`config.mk`:
```
export PLATFORM = sky130hd
export DESIGN_NAME = scan_fetch_gen
export DESIGN_NICKNAME = d
export VERILOG_FILES = /design/src/rtl/scan_pkg.sv /design/src/rtl/scan_credit_ctr.sv /design/src/rtl/scan_burst_sizer.sv /design/src/rtl/scan_line_walker.sv /design/src/rtl/scan_fetch_gen.sv
export SDC_FILE = /design/constraint.sdc
export NUM_CORES = 1
export LEC_CHECK = 0
export ABC_AREA = 0
export BUFFER_PORTS_ARGS = -buffer_cell sky130_fd_sc_hd__buf_2
export CAP_MARGIN = 20
export CORE_UTILIZATION = 57
export DETAILED_ROUTE_END_ITERATION = 6
export GPL_TIMING_DRIVEN = 1
export PLACE_DENSITY = 0.77
export SLEW_MARGIN = 20
export SYNTH_ARGS = -nofsm -noshare
export SYNTH_HDL_FRONTEND = slang
export SYNTH_SLANG_ARGS = --single-unit
```
`constraint.sdc`:
```
create_clock -name clk -period 2.81 [get_ports clk]
set_input_delay 0.281 -clock clk [delete_from_list [all_inputs] [get_ports clk]]
set_output_delay 0.281 -clock clk [all_outputs]
set_load 0.03 [all_outputs]
```
`src/rtl/scan_pkg.sv`:
```
package scan_pkg;
  typedef enum logic [1:0] {
    ST_IDLE  = 2'd0,
    ST_ISSUE = 2'd1,
    ST_DRAIN = 2'd2
  } scan_state_e;
endpackage

```
`src/rtl/scan_credit_ctr.sv`:
```
module scan_credit_ctr #(
  parameter int MAX_OUT = 4,
  localparam int CW = $clog2(MAX_OUT + 1)
) (
  input  logic          clk,
  input  logic          rst,
  input  logic          take,
  input  logic          give,
  output logic [CW-1:0] count,
  output logic          avail
);
  always_ff @(posedge clk) begin
    if (rst) count <= '0;
    else if (take && !give) count <= count + 1'b1;
    else if (give && !take) count <= count - 1'b1;
  end

  assign avail = (count < CW'(MAX_OUT));

  // an acceptance never lands while the limit is already reached
  assert_no_overflow_R8: assert property (@(posedge clk) disable iff (rst)
    take |-> (count < CW'(MAX_OUT)));
  // completions only arrive against open bursts
  assert_no_underflow_R8: assert property (@(posedge clk) disable iff (rst)
    (give && !take) |-> (count != '0));
endmodule

```
`src/rtl/scan_burst_sizer.sv`:
```
module scan_burst_sizer #(
  parameter int LEN_W       = 16,
  parameter int BEAT_BYTES  = 8,
  parameter int BURST_BEATS = 16,
  localparam int BEAT_SH = $clog2(BEAT_BYTES),
  localparam int BW      = $clog2(BURST_BEATS + 1)
) (
  input  logic [LEN_W-1:0] line_bytes,
  input  logic [LEN_W-1:0] offset,
  output logic [BW-1:0]    beats,
  output logic             last
);
  logic [LEN_W-1:0] remain;
  logic [LEN_W-1:0] remain_beats;

  always_comb begin
    remain       = line_bytes - offset;
    remain_beats = remain >> BEAT_SH;
    if (remain_beats >= LEN_W'(BURST_BEATS)) begin
      beats = BW'(BURST_BEATS);
      last  = (remain_beats == LEN_W'(BURST_BEATS));
    end else begin
      beats = BW'(remain_beats);
      last  = 1'b1;
    end
  end
endmodule

```
`src/rtl/scan_line_walker.sv`:
```
module scan_line_walker #(
  parameter int ADDR_W = 32,
  parameter int LEN_W  = 16,
  parameter int LINE_W = 12
) (
  input  logic              clk,
  input  logic              rst,
  input  logic              load,
  input  logic              step,
  input  logic [ADDR_W-1:0] base_in,
  input  logic [LEN_W-1:0]  pitch_in,
  output logic [ADDR_W-1:0] line_start,
  output logic [LINE_W-1:0] line_idx
);
  always_ff @(posedge clk) begin
    if (rst) begin
      line_start <= '0;
      line_idx   <= '0;
    end else if (load) begin
      line_start <= base_in;
      line_idx   <= '0;
    end else if (step) begin
      line_start <= line_start + ADDR_W'(pitch_in);
      line_idx   <= line_idx + 1'b1;
    end
  end

  // each new line start is the previous one plus the stride
  assert_line_stride_R4: assert property (@(posedge clk) disable iff (rst)
    (step && !load) |=> (line_start == $past(line_start) + ADDR_W'($past(pitch_in))));
  // a frame load restarts the line index
  assert_frame_reload_R5: assert property (@(posedge clk) disable iff (rst)
    load |=> (line_idx == '0 && line_start == $past(base_in)));
endmodule

```
`src/rtl/scan_fetch_gen.sv`:
```
module scan_fetch_gen
  import scan_pkg::*;
#(
  parameter int ADDR_W      = 32,
  parameter int LEN_W       = 16,
  parameter int LINE_W      = 12,
  parameter int BEAT_BYTES  = 8,
  parameter int BURST_BEATS = 16,
  parameter int MAX_OUT     = 4,
  localparam int BW          = $clog2(BURST_BEATS + 1),
  localparam int CW          = $clog2(MAX_OUT + 1),
  localparam int BURST_BYTES = BEAT_BYTES * BURST_BEATS
) (
  input  logic              clk,
  input  logic              rst,
  input  logic              cmd_run,
  input  logic [ADDR_W-1:0] cfg_base,
  input  logic [LEN_W-1:0]  cfg_line_bytes,
  input  logic [LEN_W-1:0]  cfg_pitch,
  input  logic [LINE_W-1:0] cfg_lines_m1,
  output logic              req_valid,
  input  logic              req_ready,
  output logic [ADDR_W-1:0] req_addr,
  output logic [BW-1:0]     req_beats,
  output logic              req_eol,
  output logic              req_eof,
  input  logic              rsp_done,
  output logic              busy
);
  scan_state_e       state;
  logic [LEN_W-1:0]  len_l;
  logic [LEN_W-1:0]  pitch_l;
  logic [LINE_W-1:0] lines_l;
  logic [LEN_W-1:0]  offset;
  logic [ADDR_W-1:0] line_start;
  logic [LINE_W-1:0] line_idx;
  logic [BW-1:0]     next_beats;
  logic              next_last;
  logic [CW-1:0]     out_cnt;
  logic              credit_ok;
  logic              accept;
  logic              frame_begin;
  logic              frame_wrap;

  assign accept      = req_valid && req_ready;
  assign frame_begin = (state == ST_IDLE) && cmd_run;
  assign frame_wrap  = accept && req_eof;
  assign busy        = (state != ST_IDLE);

  scan_line_walker #(
    .ADDR_W(ADDR_W), .LEN_W(LEN_W), .LINE_W(LINE_W)
  ) u_walker (
    .clk       (clk),
    .rst       (rst),
    .load      (frame_begin || frame_wrap),
    .step      (accept && req_eol && !req_eof),
    .base_in   (cfg_base),
    .pitch_in  (pitch_l),
    .line_start(line_start),
    .line_idx  (line_idx)
  );

  scan_burst_sizer #(
    .LEN_W(LEN_W), .BEAT_BYTES(BEAT_BYTES), .BURST_BEATS(BURST_BEATS)
  ) u_sizer (
    .line_bytes(len_l),
    .offset    (offset),
    .beats     (next_beats),
    .last      (next_last)
  );

  scan_credit_ctr #(
    .MAX_OUT(MAX_OUT)
  ) u_credit (
    .clk  (clk),
    .rst  (rst),
    .take (accept),
    .give (rsp_done),
    .count(out_cnt),
    .avail(credit_ok)
  );

  always_ff @(posedge clk) begin
    if (rst) begin
      state     <= ST_IDLE;
      req_valid <= 1'b0;
      req_addr  <= '0;
      req_beats <= '0;
      req_eol   <= 1'b0;
      req_eof   <= 1'b0;
      offset    <= '0;
      len_l     <= '0;
      pitch_l   <= '0;
      lines_l   <= '0;
    end else begin
      case (state)
        ST_IDLE: begin
          if (cmd_run) begin
            state   <= ST_ISSUE;
            offset  <= '0;
            len_l   <= cfg_line_bytes;
            pitch_l <= cfg_pitch;
            lines_l <= cfg_lines_m1;
          end
        end
        ST_ISSUE: begin
          if (req_valid) begin
            if (req_ready) begin
              req_valid <= 1'b0;
              if (req_eol) offset <= '0;
              else         offset <= offset + LEN_W'(BURST_BYTES);
              if (req_eof) begin
                len_l   <= cfg_line_bytes;
                pitch_l <= cfg_pitch;
                lines_l <= cfg_lines_m1;
              end
              if (!cmd_run) state <= ST_DRAIN;
            end
          end else if (!cmd_run) begin
            state <= ST_DRAIN;
          end else if (credit_ok) begin
            req_valid <= 1'b1;
            req_addr  <= line_start + ADDR_W'(offset);
            req_beats <= next_beats;
            req_eol   <= next_last;
            req_eof   <= next_last && (line_idx == lines_l);
          end
        end
        ST_DRAIN: begin
          if (out_cnt == '0) state <= ST_IDLE;
        end
        default: state <= ST_IDLE;
      endcase
    end
  end

  // a waiting request does not move
  assert_hold_stable_R7: assert property (@(posedge clk) disable iff (rst)
    (req_valid && !req_ready) |=> (req_valid && $stable(req_addr) &&
      $stable(req_beats) && $stable(req_eol) && $stable(req_eof)));
  // a new request is only raised while running
  assert_raise_needs_run_R9: assert property (@(posedge clk) disable iff (rst)
    $rose(req_valid) |-> $past(cmd_run));
  // idle only once all accepted bursts have completed
  assert_idle_after_drain_R9: assert property (@(posedge clk) disable iff (rst)
    $fell(busy) |-> ($past(out_cnt) == '0));
  // nothing is requested while idle
  assert_quiet_when_idle_R9: assert property (@(posedge clk) disable iff (rst)
    !busy |-> !req_valid);
  // a burst carries between one and the full beat count
  assert_beat_range_R3: assert property (@(posedge clk) disable iff (rst)
    req_valid |-> (req_beats != '0 && req_beats <= BW'(BURST_BEATS)));
  // end of frame only on an end of line
  assert_eof_on_eol_R5: assert property (@(posedge clk) disable iff (rst)
    (req_valid && req_eof) |-> req_eol);
endmodule

```
==> results.json, run 1 <==
{
  "outcome": "finished, final reports clean",
  "maxCapViolCount": 0,
  "r2r_start": "u_walker.line_start[3]",
  "reg2reg_slack_ps": 180,
  "drive_gt1_frac": 0.179,
  "crit_buf_inv": 0,
  "crit_cells": 7,
  "critPathMaxFanout": 15,
  "synthTopCellsByArea": "dfxtp_1, nand2_1, a21oi_1",
  "clockBufferDepth": 2,
  "hpwl_um": 12800,
  "crit_type": "reg -> reg",
  "grt_usage": 0.281,
  "hold_class": "in -> reg",
  "setup_viol": 0,
  "ir_drop_v": 0.000397,
  "min_period_ps": 2630,
  "gp_congestion": 0.930,
  "first_pass_iters": 5,
  "syn_area_per_cell_um2": 8.08,
  "p_per_area_nw_per_um2": 579,
  "comb_power_share": 0.144,
  "clock_latency_ps": 430,
  "p_switching_uw": 1380,
  "cts-root-buf": "clkbuf_16",
  "tns_ps": 0,
  "antenna_found_initial": 0,
  "yosys.area.top_type": "dfxtp_1",
  "die_h_um": 117,
  "drt_iter0_drc": 481,
  "ff2ff_path_depth": 7,
  "p_leak_uw": 0.00351,
  "grt_setup_unrepaired": "no",
  "ys_seq_elements": 139,
  "io_buffers": 118,
  "hold_violations": 0,
  "hp-start": "cfg_line_bytes[12]",
  "fin_util": 0.694,
  "period_share": 0.936,
  "crit_path_end_kind": "register",
  "cp-start-kind": "register",
  "drc": 0,
  "skew_ps": 6.62,
  "pwr-share-clk": 0.429,
  "worst_pin_slew_ps": 663,
  "wirelength_um": 18300,
  "dp.cells": 1180,
  "grt_max_degree": 54,
  "num_antenna_cells": 0,
  "cts.htree.levels": 4,
  "die_w_um": 117,
  "grt_pass1_wl_um": 29700,
  "ys.flop_type": "dfxtp_1",
  "fmax_ghz": 0.380,
  "ys_async_sr_fraction": 0,
  "viasPerCell": 5.81,
  "synth_edf_count": 0,
  "power.internal_uw": 3730,
  "slowest_stage": "or4_1",
  "crit_chain": "ha_1, o21ai_0, o21a_1, o31ai_4, a21oi_2, or4_1, a311oi_1",
  "cts_num_sinks": 139,
  "regArea_um2": 2780,
  "cts.clk_slew.worst_paths_ps": 60,
  "slowest_delay_ps": 530,
  "power_switching_share": 0.270,
  "start_util": 0.587,
  "cp_top_family": "compound AO/OA/AOI/OAI gates",
  "coreArea_um2": 12700,
  "layout.cells.non_filler": 1212,
  "io_pins": 122,
  "holdPathEnd": "len_l[12]",
  "grt_pass1_vias": 6346,
  "cts_tree": "done",
  "worstReg2RegEnd": "u_walker.line_start[21]",
  "cp_data_required_time_ps": 3140,
  "cts_buffers": 17,
  "fp.dieArea_um2": 13600,
  "multi_input_area_um2": 4400,
  "maxSlewViolCount": 0,
  "wl_per_cell_um": 15.1,
  "rows": 41,
  "n_fill_cell": 1131,
  "arrival_ps": 2960,
  "ys_types": 66,
  "maxSlewHeadroom": 0.558,
  "syn_area_um2": 7470,
  "p_seq_frac": 0.427,
  "synth_cells": 925,
  "ys_seq_area_frac": 0.372,
  "whs_path_depth": 3,
  "overflow": 0,
  "synth_top_area_share": 0.372,
  "area_delta_synth_final_pct": 18.1,
  "ys_warn_count": 0,
  "syn-num-nets": 1044,
  "ant_nets": 0,
  "vias": 7043,
  "nets": 1146
}
==> state kept, by name, indices dropped and copies added, names as in the netlist <==
register / count
len_l: 13
u_walker.line_idx: 12
state: 2
pitch_l: 16
offset: 9
req_valid: 1
req_eof: 1
u_walker.line_start: 32
lines_l: 12
req_addr: 32
req_eol: 1
req_beats: 5
u_credit.count: 3
==> power by group through the flow <==
stage / Clock (uW) / Sequential, uW / Combinational, uW
2_1_floorplan: 0 / 2230 / 490
3_3_place_gp: 0 / 2220 / 711
3_5_place_dp: 0 / 2220 / 724
4_1_cts: 2200 / 2180 / 733
5_1_grt: 2300 / 2200 / 820
6_report: 2190 / 2180 / 736
==> per-stage QoR <==
| stage | hold slack (ps) | worst slack [ps] | cell area, um^2 | power (uW) |
|---|---|---|---|---|
| finish | 88.5 | 180 | 8820 | 5110 |
| CTS | 82.0 | 74.9 | 8820 | 5120 |
| global placement | 437 | 183 | 8240 | 2930 |
| detailed placement | 441 | 82.3 | 8240 | 2940 |
| floorplan | 417 | 302 | 7470 | 2720 |
| global route | 89.5 | 2.12 | 8820 | 5310 |
==> area by class of cell <==
class	count	share of cell area
Clock buffer	21	0.0522
Clock inverter	11	0.0136
Inverter	25	0.0106
Multi-Input combinational cell	707	0.499
Sequential cell	139	0.315
Tap cell	172	0.0244
Timing Repair Buffer	137	0.0848
==> synthesized netlist by cell type (12+ instances only) <==
master    number
inv_1         25
xor2_1        15
a311oi_1      22
a21o_1        12
or4_1         14
clkbuf_1      45
xnor2_1       39
o21ai_0       30
and3_1        13
nand2_1      142
nor3_1        22
o31ai_1       12
a211oi_1      29
dfxtp_1      139
nor2_1        84
ha_1          36
nand3_1       17
a21oi_1      100
==> per-layer routing <==
metal,wire (um),up-vias,track usage
met5,0,-,0
met4,369,0,0.0966
met3,926,33,0.0602
met2,8560,192,0.471
met1,8430,3280,0.357
li1,-,3538,-
==> cell usage in the layout (no fill, tap or decap), drive strengths merged, types with 5 or more instances in the layout <==
master | synthesis | final
inv | 25 | 25
nor2 | 84 | 84
buf | 9 | 137
mux2i | 7 | 7
nand3 | 18 | 18
nand2 | 142 | 142
xor2 | 15 | 15
a22o | 7 | 7
or3 | 10 | 10
o31ai | 13 | 13
ha | 36 | 36
and3 | 14 | 14
nand4 | 9 | 9
dfxtp | 139 | 139
or4 | 14 | 14
a211oi | 29 | 29
o21a | 5 | 5
nand2b | 5 | 5
clkinv | 0 | 6
a311oi | 22 | 22
nor3b | 5 | 5
nor2b | 6 | 6
nor3 | 22 | 22
a21oi | 102 | 102
clkbuf | 45 | 21
xnor2 | 39 | 39
o21ai | 30 | 30
a21o | 12 | 12
==> worst max-delay path by stage <==
stage | from | endpoint | slack [ps]
after floorplan | u_walker.line_start[0] | u_walker.line_start[22] | 300
after global placement | u_walker.line_start[0] | u_walker.line_start[20] | 180
after detailed placement | u_walker.line_start[0] | u_walker.line_start[20] | 80
after CTS | u_walker.line_start[0] | u_walker.line_start[20] | 70
after global routing | u_walker.line_start[9] | u_walker.line_start[21] | 2
final | u_walker.line_start[3] | u_walker.line_start[21] | 180
==> cells by family (layout without fill, tap and decap cells) <==
family	Yosys count	in the layout	share of synthesized area
compound gates	259	259	0.229
mux	7	7	0.00938
simple gates	349	349	0.219
buf+inv	79	194	0.0415
flops	139	139	0.372
fa+ha+maj	38	38	0.0656
xor+xnor	54	54	0.0633
==> worst min-delay path: stages <==
cell and delay (ps):
buf_2 90, nand2_1 40, a21oi_1 50
==> repair_timing <==
action / 4_1_cts / 5_1_grt
endpoints found under the setup margin: 0 / 5
resized for setup: 0 / 3
hold buffers: 0 / 0
buffers inserted: 0 / 0
Note: power is estimated with default switching activity, not from simulation.
==> inputs of run 2 (changes only) <==
--- a/config.mk
+++ b/config.mk
@@ -8,6 +8,7 @@
 export ABC_AREA = 0
 export BUFFER_PORTS_ARGS = -buffer_cell sky130_fd_sc_hd__buf_2
 export CAP_MARGIN = 20
+export CORE_ASPECT_RATIO = 0.5
 export CORE_UTILIZATION = 57
 export DETAILED_ROUTE_END_ITERATION = 6
 export GPL_TIMING_DRIVEN = 1
==> results.json, run 2 (same netlist as run 1, synthesis figures left out) <==
{
  "wirelength_um": 19300,
  "skew_ps": 14.1,
  "first_pass_iters": 7,
  "coreArea_um2": 12700,
  "maxSlewHeadroom": 0.548,
  "overflow": 0,
  "maxCapViolCount": 0,
  "cp_data_required_time_ps": 3130,
  "cp-start-kind": "register",
  "cts_num_sinks": 139,
  "drt_iter0_drc": 474,
  "setup_viol": 0,
  "clockBufferDepth": 2,
  "min_period_ps": 2670,
  "start_util": 0.587,
  "p_leak_uw": 0.00351,
  "ant_nets": 0,
  "drive_gt1_frac": 0.180,
  "ff2ff_path_depth": 7,
  "grt_pass1_wl_um": 31700,
  "antenna_found_initial": 2,
  "p_per_area_nw_per_um2": 576,
  "drc": 0,
  "grt_setup_unrepaired": "no",
  "nets": 1148,
  "slowest_stage": "or4_1",
  "crit_chain": "ha_1, o21ai_0, o21a_1, o31ai_4, a21oi_4, or4_1, a311oi_1",
  "crit_type": "reg -> reg",
  "rows": 29,
  "layout.cells.non_filler": 1213,
  "vias": 7134,
  "cts.htree.levels": 4,
  "io_pins": 122,
  "reg_top3": "req_addr x32, u_walker.line_start x32, pitch_l x16",
  "fmax_ghz": 0.374,
  "pre_cts_ws_ps": 171,
  "io_buffers": 118,
  "critPathMaxFanout": 15,
  "die_w_um": 164,
  "tns_ps": 0,
  "maxSlewViolCount": 0,
  "cts_resized": 0,
  "viasPerCell": 5.88,
  "slowest_delay_ps": 550,
  "dp.cells": 1180,
  "period_share": 0.952,
  "wl_per_cell_um": 15.9,
  "crit_buf_inv": 0,
  "crit_cells": 7,
  "layout_common_cells": "nand2_1, dfxtp_1, buf_2, a21oi_1, nor2_1",
  "cts_hold_buf": 0,
  "cts_tree": "done",
  "hold_class": "in -> reg",
  "fp.dieArea_um2": 13600,
  "ir_drop_v": 0.000364,
  "die_h_um": 83.0,
  "grt_pass1_vias": 6490,
  "cts_buffers": 17,
  "gp_congestion": 0.946,
  "n_fill_cell": 1091,
  "whs_path_depth": 3,
  "grt_usage": 0.291,
  "area_delta_synth_final_pct": 18.1,
  "clock_latency_ps": 430,
  "worst_pin_slew_ps": 678,
  "timing.hold.ws_ps": 86.6,
  "finalInstanceArea_um2": 8820,
  "cts-root-buf": "clkbuf_16",
  "cp_top_family": "compound AO/OA/AOI/OAI gates",
  "outcome": "finished, final reports clean",
  "cts.clk_slew.worst_paths_ps": 60,
  "final_common_cell": "nand2_1",
  "crit_path_end_kind": "register",
  "hold_violations": 0,
  "grt_max_degree": 52,
  "post-cts-setup-buffers": 0,
  "hpwl_um": 13600,
  "setup_ws_ps": 136,
  "arrival_ps": 3000,
  "dpl-instance-area_um2": 8250
}
run 2: cell type report:
type / instances / area [um^2] / share of cell area
multi-input combinational: 707 / 4410 / 0.500
sequential: 139 / 2780 / 0.315
timing repair buffer: 139 / 763 / 0.0865
clock buffer: 20 / 447 / 0.0506
tap: 170 / 213 / 0.0241
clock inverter: 12 / 115 / 0.0130
inverter: 25 / 93.8 / 0.0106
antenna: 1 / 2.50 / 0.000284
run 2: worst min-delay path, cell delays in order:
cell and delay (ps):
buf_2 90, nand2_1 40, a21oi_1 50
run 2: power breakdown:
| part | leakage [uW] | total [uW] | internal, uW | switching (uW) |
|---|---|---|---|---|
| Sequential | 0.00114 | 2180 | 2080 | 99.6 |
| Combinational | 0.00210 | 740 | 301 | 439 |
| Clock | 0.000267 | 2170 | 1250 | 917 |
run 2: worst paths after layout:
kind                                             start                 endpoint  slack (ps)
worst max-delay path            u_walker.line_start[2]  u_walker.line_start[27]         140
worst min-delay path                   cfg_lines_m1[5]               lines_l[5]          90
worst max register to register  u_walker.line_start[2]  u_walker.line_start[27]         140
worst min register to register            req_addr[14]             req_addr[14]         450
run 2: layer usage:
metal,wire length [um],share of wire,up-vias,global-route usage
li1,-,-,3544,-
met1,9180,0.48,3312,0.420
met2,8540,0.44,245,0.441
met3,1230,0.064,31,0.0500
met4,290,0.015,2,0.0909
met5,16,0.00083,-,0
run 2: stage by stage:
stage                util  power [uW]
CTS                 0.692        5090
detailed placement  0.648        2950
floorplan               -        2720
global route        0.693        5280
global placement    0.648        2920
finish              0.693        5080
